$ cat src/rtl/rtc_pkg.sv
package rtc_pkg;

    typedef enum logic [1:0] {
        ST_IDLE  = 2'd0,
        ST_CAL   = 2'd1,
        ST_LIMIT = 2'd2
    } seq_state_t;

    typedef struct packed {
        logic       pm;
        logic [5:0] hr;
        logic [6:0] mn;
        logic [6:0] sc;
        logic [7:0] hs;
    } tod_t;

    typedef struct packed {
        logic [5:0] cent;
        logic [7:0] yr;
        logic [5:0] date;
        logic [4:0] mon;
        logic [2:0] wday;
    } cal_t;

    localparam logic [5:0] CENT_LO = 6'h19;
    localparam logic [5:0] CENT_HI = 6'h29;

    function automatic logic [7:0] bcd_inc(input logic [7:0] v);
        if (v[3:0] >= 4'd9) return {v[7:4] + 4'd1, 4'd0};
        return {v[7:4], v[3:0] + 4'd1};
    endfunction

    function automatic logic digit_ok(input logic [3:0] d);
        return d <= 4'd9;
    endfunction

    function automatic logic [6:0] bcd_bin(input logic [7:0] v);
        return 7'(v[7:4]) * 7'd10 + 7'(v[3:0]);
    endfunction

    function automatic logic leap_of(input logic [5:0] cent, input logic [7:0] yr);
        logic [6:0] cb;
        logic [6:0] yb;
        cb = bcd_bin({2'b00, cent});
        yb = bcd_bin(yr);
        if (yr == 8'h00) return cb[1:0] == 2'd0;
        return yb[1:0] == 2'd0;
    endfunction

    function automatic logic [5:0] month_len(input logic [4:0] mon, input logic leap);
        case (mon)
            5'h02:                      return leap ? 6'h29 : 6'h28;
            5'h04, 5'h06, 5'h09, 5'h11: return 6'h30;
            default:                    return 6'h31;
        endcase
    endfunction

    function automatic logic [4:0] hr_bin(input logic [5:0] h);
        return 5'(h[5:4]) * 5'd10 + 5'(h[3:0]);
    endfunction

    function automatic logic [5:0] hr_bcd(input logic [4:0] b);
        if (b >= 5'd20) return {2'd2, 4'(b - 5'd20)};
        if (b >= 5'd10) return {2'd1, 4'(b - 5'd10)};
        return {2'd0, b[3:0]};
    endfunction

    // returns {pm, hour} in 12-hour form
    function automatic logic [6:0] hr_to12(input logic [5:0] h24);
        logic [4:0] b;
        b = hr_bin(h24);
        if (b == 5'd0)  return {1'b0, 6'h12};
        if (b < 5'd12)  return {1'b0, h24};
        if (b == 5'd12) return {1'b1, 6'h12};
        return {1'b1, hr_bcd(b - 5'd12)};
    endfunction

    function automatic logic [5:0] hr_to24(input logic pm, input logic [5:0] h12);
        logic [4:0] b;
        b = hr_bin(h12);
        if (b == 5'd12) return pm ? 6'h12 : 6'h00;
        return pm ? hr_bcd(b + 5'd12) : h12;
    endfunction

endpackage

$ cat src/rtl/rtc_tod_step.sv
module rtc_tod_step
    import rtc_pkg::*;
#(
    parameter int TICK_HZ = 100
) (
    input  tod_t cur,
    input  logic mode12,
    output tod_t nxt,
    output logic day_wrap
);

    logic       sec_carry;
    logic [7:0] hs_next;
    logic       min_carry;
    logic       hr_carry;

    generate
        if (TICK_HZ == 100) begin : g_hund
            assign sec_carry = (cur.hs == 8'h99);
            assign hs_next   = sec_carry ? 8'h00 : bcd_inc(cur.hs);
        end else begin : g_whole
            assign sec_carry = 1'b1;
            assign hs_next   = 8'h00;
        end
    endgenerate

    always_comb begin
        nxt       = cur;
        nxt.hs    = hs_next;
        min_carry = 1'b0;
        hr_carry  = 1'b0;
        day_wrap  = 1'b0;
        if (sec_carry) begin
            if (cur.sc == 7'h59) begin
                nxt.sc    = 7'h00;
                min_carry = 1'b1;
            end else begin
                nxt.sc = 7'(bcd_inc({1'b0, cur.sc}));
            end
        end
        if (min_carry) begin
            if (cur.mn == 7'h59) begin
                nxt.mn   = 7'h00;
                hr_carry = 1'b1;
            end else begin
                nxt.mn = 7'(bcd_inc({1'b0, cur.mn}));
            end
        end
        if (hr_carry) begin
            if (mode12) begin
                if (cur.hr == 6'h12) begin
                    nxt.hr = 6'h01;
                end else if (cur.hr == 6'h11) begin
                    nxt.hr   = 6'h12;
                    nxt.pm   = ~cur.pm;
                    day_wrap = cur.pm;
                end else begin
                    nxt.hr = 6'(bcd_inc({2'b00, cur.hr}));
                end
            end else if (cur.hr == 6'h23) begin
                nxt.hr   = 6'h00;
                day_wrap = 1'b1;
            end else begin
                nxt.hr = 6'(bcd_inc({2'b00, cur.hr}));
            end
        end
    end

endmodule

$ cat src/rtl/rtc_cal_step.sv
module rtc_cal_step
    import rtc_pkg::*;
(
    input  cal_t cur,
    output cal_t nxt,
    output logic at_limit
);

    logic [5:0] last_day;

    always_comb begin
        last_day = month_len(cur.mon, leap_of(cur.cent, cur.yr));
        at_limit = (cur.cent == CENT_HI) && (cur.yr == 8'h99) &&
                   (cur.mon == 5'h12) && (cur.date == 6'h31);
        nxt      = cur;
        nxt.wday = (cur.wday == 3'd7) ? 3'd1 : cur.wday + 3'd1;
        if (cur.date >= last_day) begin
            nxt.date = 6'h01;
            if (cur.mon == 5'h12) begin
                nxt.mon = 5'h01;
                if (cur.yr == 8'h99) begin
                    nxt.yr   = 8'h00;
                    nxt.cent = 6'(bcd_inc({2'b00, cur.cent}));
                end else begin
                    nxt.yr = bcd_inc(cur.yr);
                end
            end else begin
                nxt.mon = 5'(bcd_inc({3'b000, cur.mon}));
            end
        end else begin
            nxt.date = 6'(bcd_inc({2'b00, cur.date}));
        end
    end

endmodule

$ cat src/rtl/rtc_word_check.sv
module rtc_word_check
    import rtc_pkg::*;
#(
    parameter int TICK_HZ = 100
) (
    input  tod_t tw,
    input  cal_t cw,
    input  logic mode12,
    output logic tod_ok,
    output logic cal_ok
);

    logic hs_ok, sc_ok, mn_ok, hr_ok;
    logic wd_ok, mon_ok, date_ok, yr_ok, cent_ok;

    generate
        if (TICK_HZ == 100) begin : g_hund
            assign hs_ok = digit_ok(tw.hs[7:4]) && digit_ok(tw.hs[3:0]);
        end else begin : g_whole
            assign hs_ok = (tw.hs == 8'h00);
        end
    endgenerate

    always_comb begin
        sc_ok = (tw.sc[6:4] <= 3'd5) && digit_ok(tw.sc[3:0]);
        mn_ok = (tw.mn[6:4] <= 3'd5) && digit_ok(tw.mn[3:0]);
        if (mode12)
            hr_ok = digit_ok(tw.hr[3:0]) && (tw.hr != 6'h00) && (tw.hr <= 6'h12);
        else
            hr_ok = digit_ok(tw.hr[3:0]) && (tw.hr <= 6'h23) && !tw.pm;
        tod_ok = hs_ok && sc_ok && mn_ok && hr_ok;

        wd_ok   = (cw.wday != 3'd0);
        mon_ok  = digit_ok(cw.mon[3:0]) && (cw.mon != 5'h00) && (cw.mon <= 5'h12);
        yr_ok   = digit_ok(cw.yr[7:4]) && digit_ok(cw.yr[3:0]);
        cent_ok = digit_ok(cw.cent[3:0]) && (cw.cent >= CENT_LO) && (cw.cent <= CENT_HI);
        date_ok = digit_ok(cw.date[3:0]) && (cw.date != 6'h00) &&
                  (cw.date <= month_len(cw.mon, leap_of(cw.cent, cw.yr)));
        cal_ok  = wd_ok && mon_ok && yr_ok && cent_ok && date_ok;
    end

endmodule

$ cat src/rtl/bcd_rtc_core.sv
module bcd_rtc_core
    import rtc_pkg::*;
#(
    parameter int TICK_HZ = 100
) (
    input  logic        clk,
    input  logic        rst_n,
    input  logic        tick,
    input  logic        tm_wr_en,
    input  logic [31:0] tm_wr_data,
    input  logic        cal_wr_en,
    input  logic [31:0] cal_wr_data,
    input  logic        ctl_wr_en,
    input  logic [1:0]  ctl_wr_data,
    input  logic        hm_wr_en,
    input  logic        hm_wr_data,
    output logic [31:0] time_word,
    output logic [31:0] cal_word,
    output logic [1:0]  ctl_q,
    output logic        hour_mode,
    output logic        time_ok,
    output logic        cal_ok
);

    localparam tod_t TOD_RST = '0;
    localparam cal_t CAL_RST = '{cent: CENT_LO, yr: 8'h00, date: 6'h01, mon: 5'h01, wday: 3'd1};

    seq_state_t state_q, state_d;
    tod_t       tod_q, tod_nxt, wr_tod;
    cal_t       cal_q, cal_nxt, wr_cal;
    logic       day_wrap, at_limit;
    logic       wr_tod_ok, wr_cal_ok;
    logic       tchg_q, cchg_q;
    logic       stop_t, stop_c;
    logic       hm_take, tod_tick;
    logic       tod_go, cal_go;
    logic       unused_wr;

    assign wr_tod = {tm_wr_data[30], tm_wr_data[29:24], tm_wr_data[22:16],
                     tm_wr_data[14:8], tm_wr_data[7:0]};
    assign wr_cal = {cal_wr_data[29:24], cal_wr_data[23:16], cal_wr_data[13:8],
                     cal_wr_data[7:3], cal_wr_data[2:0]};
    assign unused_wr = ^{tm_wr_data[31], tm_wr_data[23], tm_wr_data[15],
                         cal_wr_data[31:30], cal_wr_data[15:14]};

    rtc_tod_step #(.TICK_HZ(TICK_HZ)) u_tod (
        .cur      (tod_q),
        .mode12   (hour_mode),
        .nxt      (tod_nxt),
        .day_wrap (day_wrap)
    );

    rtc_cal_step u_cal (
        .cur      (cal_q),
        .nxt      (cal_nxt),
        .at_limit (at_limit)
    );

    rtc_word_check #(.TICK_HZ(TICK_HZ)) u_chk (
        .tw     (wr_tod),
        .cw     (wr_cal),
        .mode12 (hour_mode),
        .tod_ok (wr_tod_ok),
        .cal_ok (wr_cal_ok)
    );

    assign stop_t   = ctl_q[0];
    assign stop_c   = ctl_q[1];
    assign hm_take  = hm_wr_en && !tm_wr_en && (hm_wr_data != hour_mode);
    assign tod_tick = tick && !stop_t && !tm_wr_en && !hm_take;

    // sequencer state register
    always_ff @(posedge clk or negedge rst_n) begin
        if (!rst_n) state_q <= ST_IDLE;
        else        state_q <= state_d;
    end

    // next state and step decisions
    always_comb begin
        state_d = state_q;
        tod_go  = 1'b0;
        cal_go  = 1'b0;
        unique case (state_q)
            ST_IDLE: begin
                if (tod_tick && day_wrap && !stop_c && !cal_wr_en) begin
                    if (at_limit) begin
                        state_d = ST_LIMIT;
                    end else begin
                        state_d = ST_CAL;
                        tod_go  = 1'b1;
                    end
                end else begin
                    tod_go = tod_tick;
                end
            end
            ST_CAL: begin
                tod_go  = tod_tick;
                cal_go  = !cal_wr_en && !stop_c;
                state_d = ST_IDLE;
            end
            ST_LIMIT: begin
                if ((tm_wr_en && wr_tod_ok) || (cal_wr_en && wr_cal_ok))
                    state_d = ST_IDLE;
            end
            default: state_d = ST_IDLE;
        endcase
    end

    // registered words, flags and configuration
    always_ff @(posedge clk or negedge rst_n) begin
        if (!rst_n) begin
            tod_q     <= TOD_RST;
            cal_q     <= CAL_RST;
            tchg_q    <= 1'b0;
            cchg_q    <= 1'b0;
            ctl_q     <= 2'b11;
            hour_mode <= 1'b0;
            time_ok   <= 1'b0;
            cal_ok    <= 1'b0;
        end else begin
            if (tm_wr_en) begin
                if (wr_tod_ok) tod_q <= wr_tod;
                time_ok <= wr_tod_ok;
            end else if (hm_take) begin
                hour_mode <= hm_wr_data;
                if (hm_wr_data) begin
                    {tod_q.pm, tod_q.hr} <= hr_to12(tod_q.hr);
                end else begin
                    tod_q.hr <= hr_to24(tod_q.pm, tod_q.hr);
                    tod_q.pm <= 1'b0;
                end
            end else if (tod_go) begin
                tod_q <= tod_nxt;
            end
            tchg_q <= tod_go;

            if (cal_wr_en) begin
                if (wr_cal_ok) cal_q <= wr_cal;
                cal_ok <= wr_cal_ok;
            end else if (cal_go) begin
                cal_q <= cal_nxt;
            end
            cchg_q <= cal_go;

            if (ctl_wr_en) ctl_q <= ctl_wr_data;
        end
    end

    assign time_word = {tchg_q, tod_q.pm, tod_q.hr, 1'b0, tod_q.mn, 1'b0, tod_q.sc, tod_q.hs};
    assign cal_word  = {cchg_q, 1'b0, cal_q.cent, cal_q.yr, 2'b00, cal_q.date, cal_q.mon, cal_q.wday};

endmodule

$ cat config.mk
export PLATFORM = sky130hd
export DESIGN_NAME = bcd_rtc_core
export DESIGN_NICKNAME = d
export VERILOG_FILES = /design/src/rtl/rtc_pkg.sv /design/src/rtl/rtc_tod_step.sv /design/src/rtl/rtc_cal_step.sv /design/src/rtl/rtc_word_check.sv /design/src/rtl/bcd_rtc_core.sv
export SDC_FILE = /design/constraint.sdc
export NUM_CORES = 1
export LEC_CHECK = 0
export BUFFER_PORTS_ARGS = -buffer_cell sky130_fd_sc_hd__buf_4
export CELL_PAD_IN_SITES_DETAIL_PLACEMENT = 2
export CELL_PAD_IN_SITES_GLOBAL_PLACEMENT = 2
export CORE_ASPECT_RATIO = 0.6
export CORE_UTILIZATION = 29
export DETAILED_ROUTE_END_ITERATION = 12
export GPL_TIMING_DRIVEN = 0
export PLACE_DENSITY = 0.76
export SLEW_MARGIN = 10
export SYNTH_ARGS = -nofsm -noshare
export SYNTH_HDL_FRONTEND = slang
export SYNTH_HIERARCHICAL = 1
export SYNTH_SLANG_ARGS = --single-unit
$ cat constraint.sdc
create_clock -name clk -period 3.6 [get_ports clk]
set_input_delay 0.36 -clock clk [delete_from_list [all_inputs] [get_ports clk]]
set_output_delay 0.36 -clock clk [all_outputs]
set_load 0.01 [all_outputs]
; ---- After elaboration in Yosys (flattened, before gate mapping)
; Index checks and enable logic that the tools add are counted.
; W data, S select, Z words.
[classes]
n_addsub = 28
multipliers = 5
div_mod_pow = 0
magnitude_cmp = 32
n_eq_ne = 33
shift = 0
mux = 165
bitwise = 2
n_reduce_logical = 94
[ops]
columns = cell, count
row1 = $mux W6, 24
row2 = $mux W7, 17
row3 = $mux W1, 96
row4 = $mux W29, 3
row5 = $mux W28, 3
row6 = $mux W8, 6
row7 = $add A4 B1 Y4 const B, 10
row8 = $le A4 B4 Y1 const B, 10
row9 = $logic_and A1 B1 Y1, 35
row10 = $reduce_bool A3 Y1, 11
row11 = $ge A4 B4 Y1 const B, 8
row12 = $mux W14, 2
row13 = $mux W5, 5
row14 = $pmux W6 S2, 2
row15 = $reduce_and A4 Y1, 6
row16 = $mux W22, 1
row17 = $eq A5 B3 Y1 const B, 4
row18 = $reduce_and A5 Y1, 4
row19 = $eq A6 B6 Y1 const B, 3
row20 = $reduce_and A6 Y1, 3
row21 = $eq A8 B8 Y1 const B, 2
row22 = $logic_not A8 Y1, 2
row23 = $reduce_bool A2 Y1, 8
row24 = $eq A5 B4 Y1 const B, 3
row25 = other kinds (49), 91
[word_totals]
register_bits = 66
latch_bits = 0
ram_bits = 0
mem_bits_ro = 0
inputBits = 74
word_cells = 384
mem_count = 0

; ---- Logic depth before layout (Yosys ltp)
[depth]
word_depth = 37
mapped_depth = 14
mapped_depth_nobuf = 13

; ---- By module
; The synthesis kept the hierarchy.
[modules_own_cells]
columns = module, instances, cells_each, area_per_inst_um2
row1 = bcd_rtc_core, 1, 434, 3975.1
row2 = rtc_tod_step, 1, 159, 1141.1
row3 = rtc_cal_step, 1, 151, 1093.5
row4 = rtc_word_check, 1, 57, 376.6

; ---- Worst setup path after synthesis
; OpenSTA, ideal clock, no wires.
[synth_timing]
path_kind = reg-to-reg
start = register tod_q, in the netlist time_word[25]
end = register tod_q, in the netlist time_word[26]
setup_time_ns = 0.086
arrival_ns = 3.415
slack_ns = 0.099
stages_incl_launch_ff = 12
synth_period_minus_slack_ns = 3.501
path_cell_list = dfrtp_1 -> ha_1 -> fa_1 -> clkbuf_1 -> clkinv_1 -> ha_1 -> clkbuf_1 -> or2_2 -> a22oi_1 -> a2111oi_0 -> or4b_1 -> a32oi_1
[synth_between]
elab_chain_len = 19
[synth_lines]
columns = item, line_no
row1 = "start, declared", bcd_rtc_core.sv:29  ; tod_t tod_q, tod_nxt, wr_tod;
row2 = "start signal, assigned", bcd_rtc_core.sv:122  ; if (wr_tod_ok) tod_q <= wr_tod;
row3 = "start signal, assigned", bcd_rtc_core.sv:133  ; tod_q <= tod_nxt;
row4 = $add A5 B4 Y5, rtc_pkg.sv:59  ; return 5'(h[5:4]) * 5'd10 + 5'(h[3:0]);
row5 = $sub A5 B4 Y5, rtc_pkg.sv:75  ; return {1'b1, hr_bcd(b - 5'd12)};
row6 = $ge A5 B4 Y1, rtc_pkg.sv:64  ; if (b >= 5'd10) return {2'd1, 4'(b - 5'd10)};
row7 = $mux W1 (2 in series), rtc_pkg.sv:64
row8 = $mux W1, rtc_pkg.sv:75
row9 = $mux W1, rtc_pkg.sv:74  ; if (b == 5'd12) return {1'b1, 6'h12};
row10 = $mux W1, rtc_pkg.sv:73  ; if (b < 5'd12) return {1'b0, h24};
row11 = $mux W1, bcd_rtc_core.sv:126  ; if (hm_wr_data) begin
row12 = [2 not listed], -
row13 = $mux W6, rtc_pkg.sv:65  ; return {2'd0, b[3:0]};
row14 = $mux W6, rtc_pkg.sv:64
row15 = $mux W7, rtc_pkg.sv:75
row16 = $mux W7, rtc_pkg.sv:74
row17 = $mux W7, rtc_pkg.sv:73
row18 = $mux W7, bcd_rtc_core.sv:126
row19 = $mux W7, bcd_rtc_core.sv:124  ; end else if (hm_take) begin
row20 = $mux W29, bcd_rtc_core.sv:121  ; if (tm_wr_en) begin
; Several ways; a longest one is shown, not always the timed one. The select of a mux whose other input is x is not followed.
; A chain may end at the register's enable or synchronous reset.

; ---- Worst setup path after layout
; Ends and elaborated chain as after synthesis.

==> metrics <==
vias in the first global route=7184; total vias in the final route=6890; RD Place Congestion=0.884; Synth Flop Type=dfrtp_1; Crit path largest cell delay=480 ps; critical path's top delay family=adder cells; Yosys reg bits=66; Worst slew margin=23.0%; critical path fanouts, max=10; worst path arrival time=3720 ps; deepest clock path buffer count=2; fin crit share=96.0%; leading cell type by number of instances after synthesis=nand2_1; critical path type=reg2reg; Initial Utilization=29.7%; Critical Path Start Type=flop; largest cells by area after synthesis=dfrtp_1 (22%), ha_1 (11%), mux2i_1 (8.8%); required time of the critical path=3860 ps; worst path cell trace=ha_1 > fa_1 > xor2_2 > ha_1 > clkbuf_2 > or2_2 > a22oi_1 > nor2_2 > mux2i_2 > o221ai_1 > a32oi_1; non-filler cells, final=1272; Clock Tree Root=clkbuf_16; CTS buffer count=9; Slew Viols, Final=0; gr usage total=23.5%; Die Ht=119 um; status=finished, final reports clean; CTS tree=yes; crit path time final=3460 ps; filler cell count=2588; setup violators final=0; Routed Antenna Nets=0; CTS Sinks=66; clock-pin slew on the worst setup and hold paths=60 ps; Pwr Total=7.02 mW; largest net degree at the start of global routing=67; Fin Hold WS=169 ps; maximum VDD drop=0.402 mV; Cell Area, Synth=6590 um^2; # placed instances=1242; WP buf/inv=1; clk_skew=11.1 ps; Max Cap Viol=0; drt drc=0; HPWL Detailed=21400 um; share of layout cells above drive strength 1=26.8%; CORE AREA=22200 um^2; htree depth=3; Leak Pwr=3.90 nW; DR WL/cell=21.6 um; initial antenna violation count=0; share of flip-flops with an asynchronous set or reset=100%; I/O pins=143; Max Freq=289 MHz; DRT Pass-1 Iters=5; 1st-iter DRT viols=371; Distinct cells, synth=96; cell area power density=817 nW/um^2; post-synth top area share=22.0%; hold_buf cts=0; most used cell, CP=ha_1; slowest cell on the critical path=dfrtp_2; final WL=27400 um; cells after synthesis=801; Row Count=42; IO Port Bufs=129; area grow syn2layout=30.5%; GRT overflow=0; sequential element share of the synthesized area=25.2%; final hold violations=0; # nets final=1092; Ys Warns=6; number of synthesized flops with an enable pin=0; setup tns final=0 ps; top post-synthesis cells by count=nand2_1 (96), o21ai_0 (90), dfrtp_1 (58), ha_1 (58), mux2i_1 (58); critical path endpoint category=flop; Syn Area/Cell=8.22 um^2; clk_lat worst skew=350 ps; area leader, netlist=dfrtp_1; Min-Delay Path Class=in2async; ant diodes=0; Register-to-Register Path Depth=11; first-pass GRT wire length=42300 um; critical path depth=11; Slew @ Worst Pin=1150 ps; vias per cell=5.42; DIE AREA=23300 um^2; Die X=197 um
## final cells by class
type	instances	area [um^2]	share of cell area, %
Multi-Input combinational cell	641	4670	54.3
Sequential cell	66	1670	19.4
Timing Repair Buffer	144	1110	12.9
Tap cell	308	385	4.48
Buffer	43	250	2.91
Clock buffer	9	225	2.62
Inverter	54	208	2.42
Clock inverter	7	77.6	0.903
## where the power goes
| part | leakage, nW | internal [mW] | switching [mW] |
|---|---|---|---|
| logic | 2.92 | 1.86 | 2.85 |
| clock network | 0.146 | 0.543 | 0.400 |
| registers | 0.832 | 0.946 | 0.422 |
| total | 3.90 | 3.34 | 3.67 |
## cells by family (layout without fill, tap and decap cells)
| kind of cell | after synthesis | in the layout | share of synthesized area, % |
|---|---|---|---|
| adders and majority gates | 59 | 59 | 11.3 |
| DFF | 66 | 66 | 25.2 |
| and+or+nand+nor | 274 | 274 | 22.5 |
| buffers and inverters | 98 | 257 | 6.71 |
| AOI/OAI and AO/OA | 221 | 221 | 21.9 |
| muxes | 63 | 63 | 9.73 |
| xor gates and xnor gates | 19 | 19 | 2.53 |
| other | 1 | 5 | 0.0569 |
## sequential cells by signal, summed over array words and instances (netlist names)
name and count:
time_word 29, cal_word 28, ctl_q 2, state_q 2, cal_ok 1, cchg_q 1, hour_mode 1, tchg_q 1
time_ok 1
## stage by stage
step / cell area (um^2) / worst slack (ps) / util (%)
global placement: 7960 / -628 / 35.9
finish: 8590 / 142 / 38.7
detailed placement: 7960 / -710 / 35.9
floorplan: 6600 / 99.4 / -
global route: 8590 / -30.1 / 38.7
CTS: 8350 / -2.94 / 37.7
## what timing repair did
item | CTS | global route
setup buffers | 2 | 12
pin swaps | 2 | 10
gates resized for setup | 18 | 45
setup endpoints to repair | 53 | 53
cloned | 0 | 1
## worst reg2reg max path: stages (launching register included)
cell and delay [ps]:
dfrtp_2 480, ha_1 270, fa_1 420, xor2_2 210
ha_1 250, clkbuf_2 220, or2_2 320, a22oi_1 360
nor2_2 140, mux2i_2 280, o221ai_1 190, a32oi_1 230
## layout by cell type, fill, tap and decap left out, types with 19 or more instances in the layout
cell type  instances
a21oi_1           23
buf_4            150
clkbuf_1          20
dfrtp_1           53
ha_1              56
inv_1             51
mux2i_1           57
nand2_1           96
nor2_1            44
o21ai_0           80
o21ai_1           19
## routing by layer
layer / track usage (%) / wire (um)
met5: 0 / 0
met4: 5.22 / 289
met3: 3.74 / 1060
met2: 33.3 / 11500
met1: 36.6 / 14600
## final timing paths
kind | slack (ps) | endpoint | from
setup / recovery | 140 | time_word[26] | time_word[25]
hold reg to reg | 510 | cchg_q | state_q[1]
hold / removal | 170 | cal_word[10] | rst_n
min in group clk | 240 | ctl_q[1] | ctl_wr_data[1]
max in group asynchronous | 2730 | cal_word[16] | rst_n
setup reg to reg | 140 | time_word[26] | time_word[25]
No activity file was read; power rests on OpenSTA's default activity.
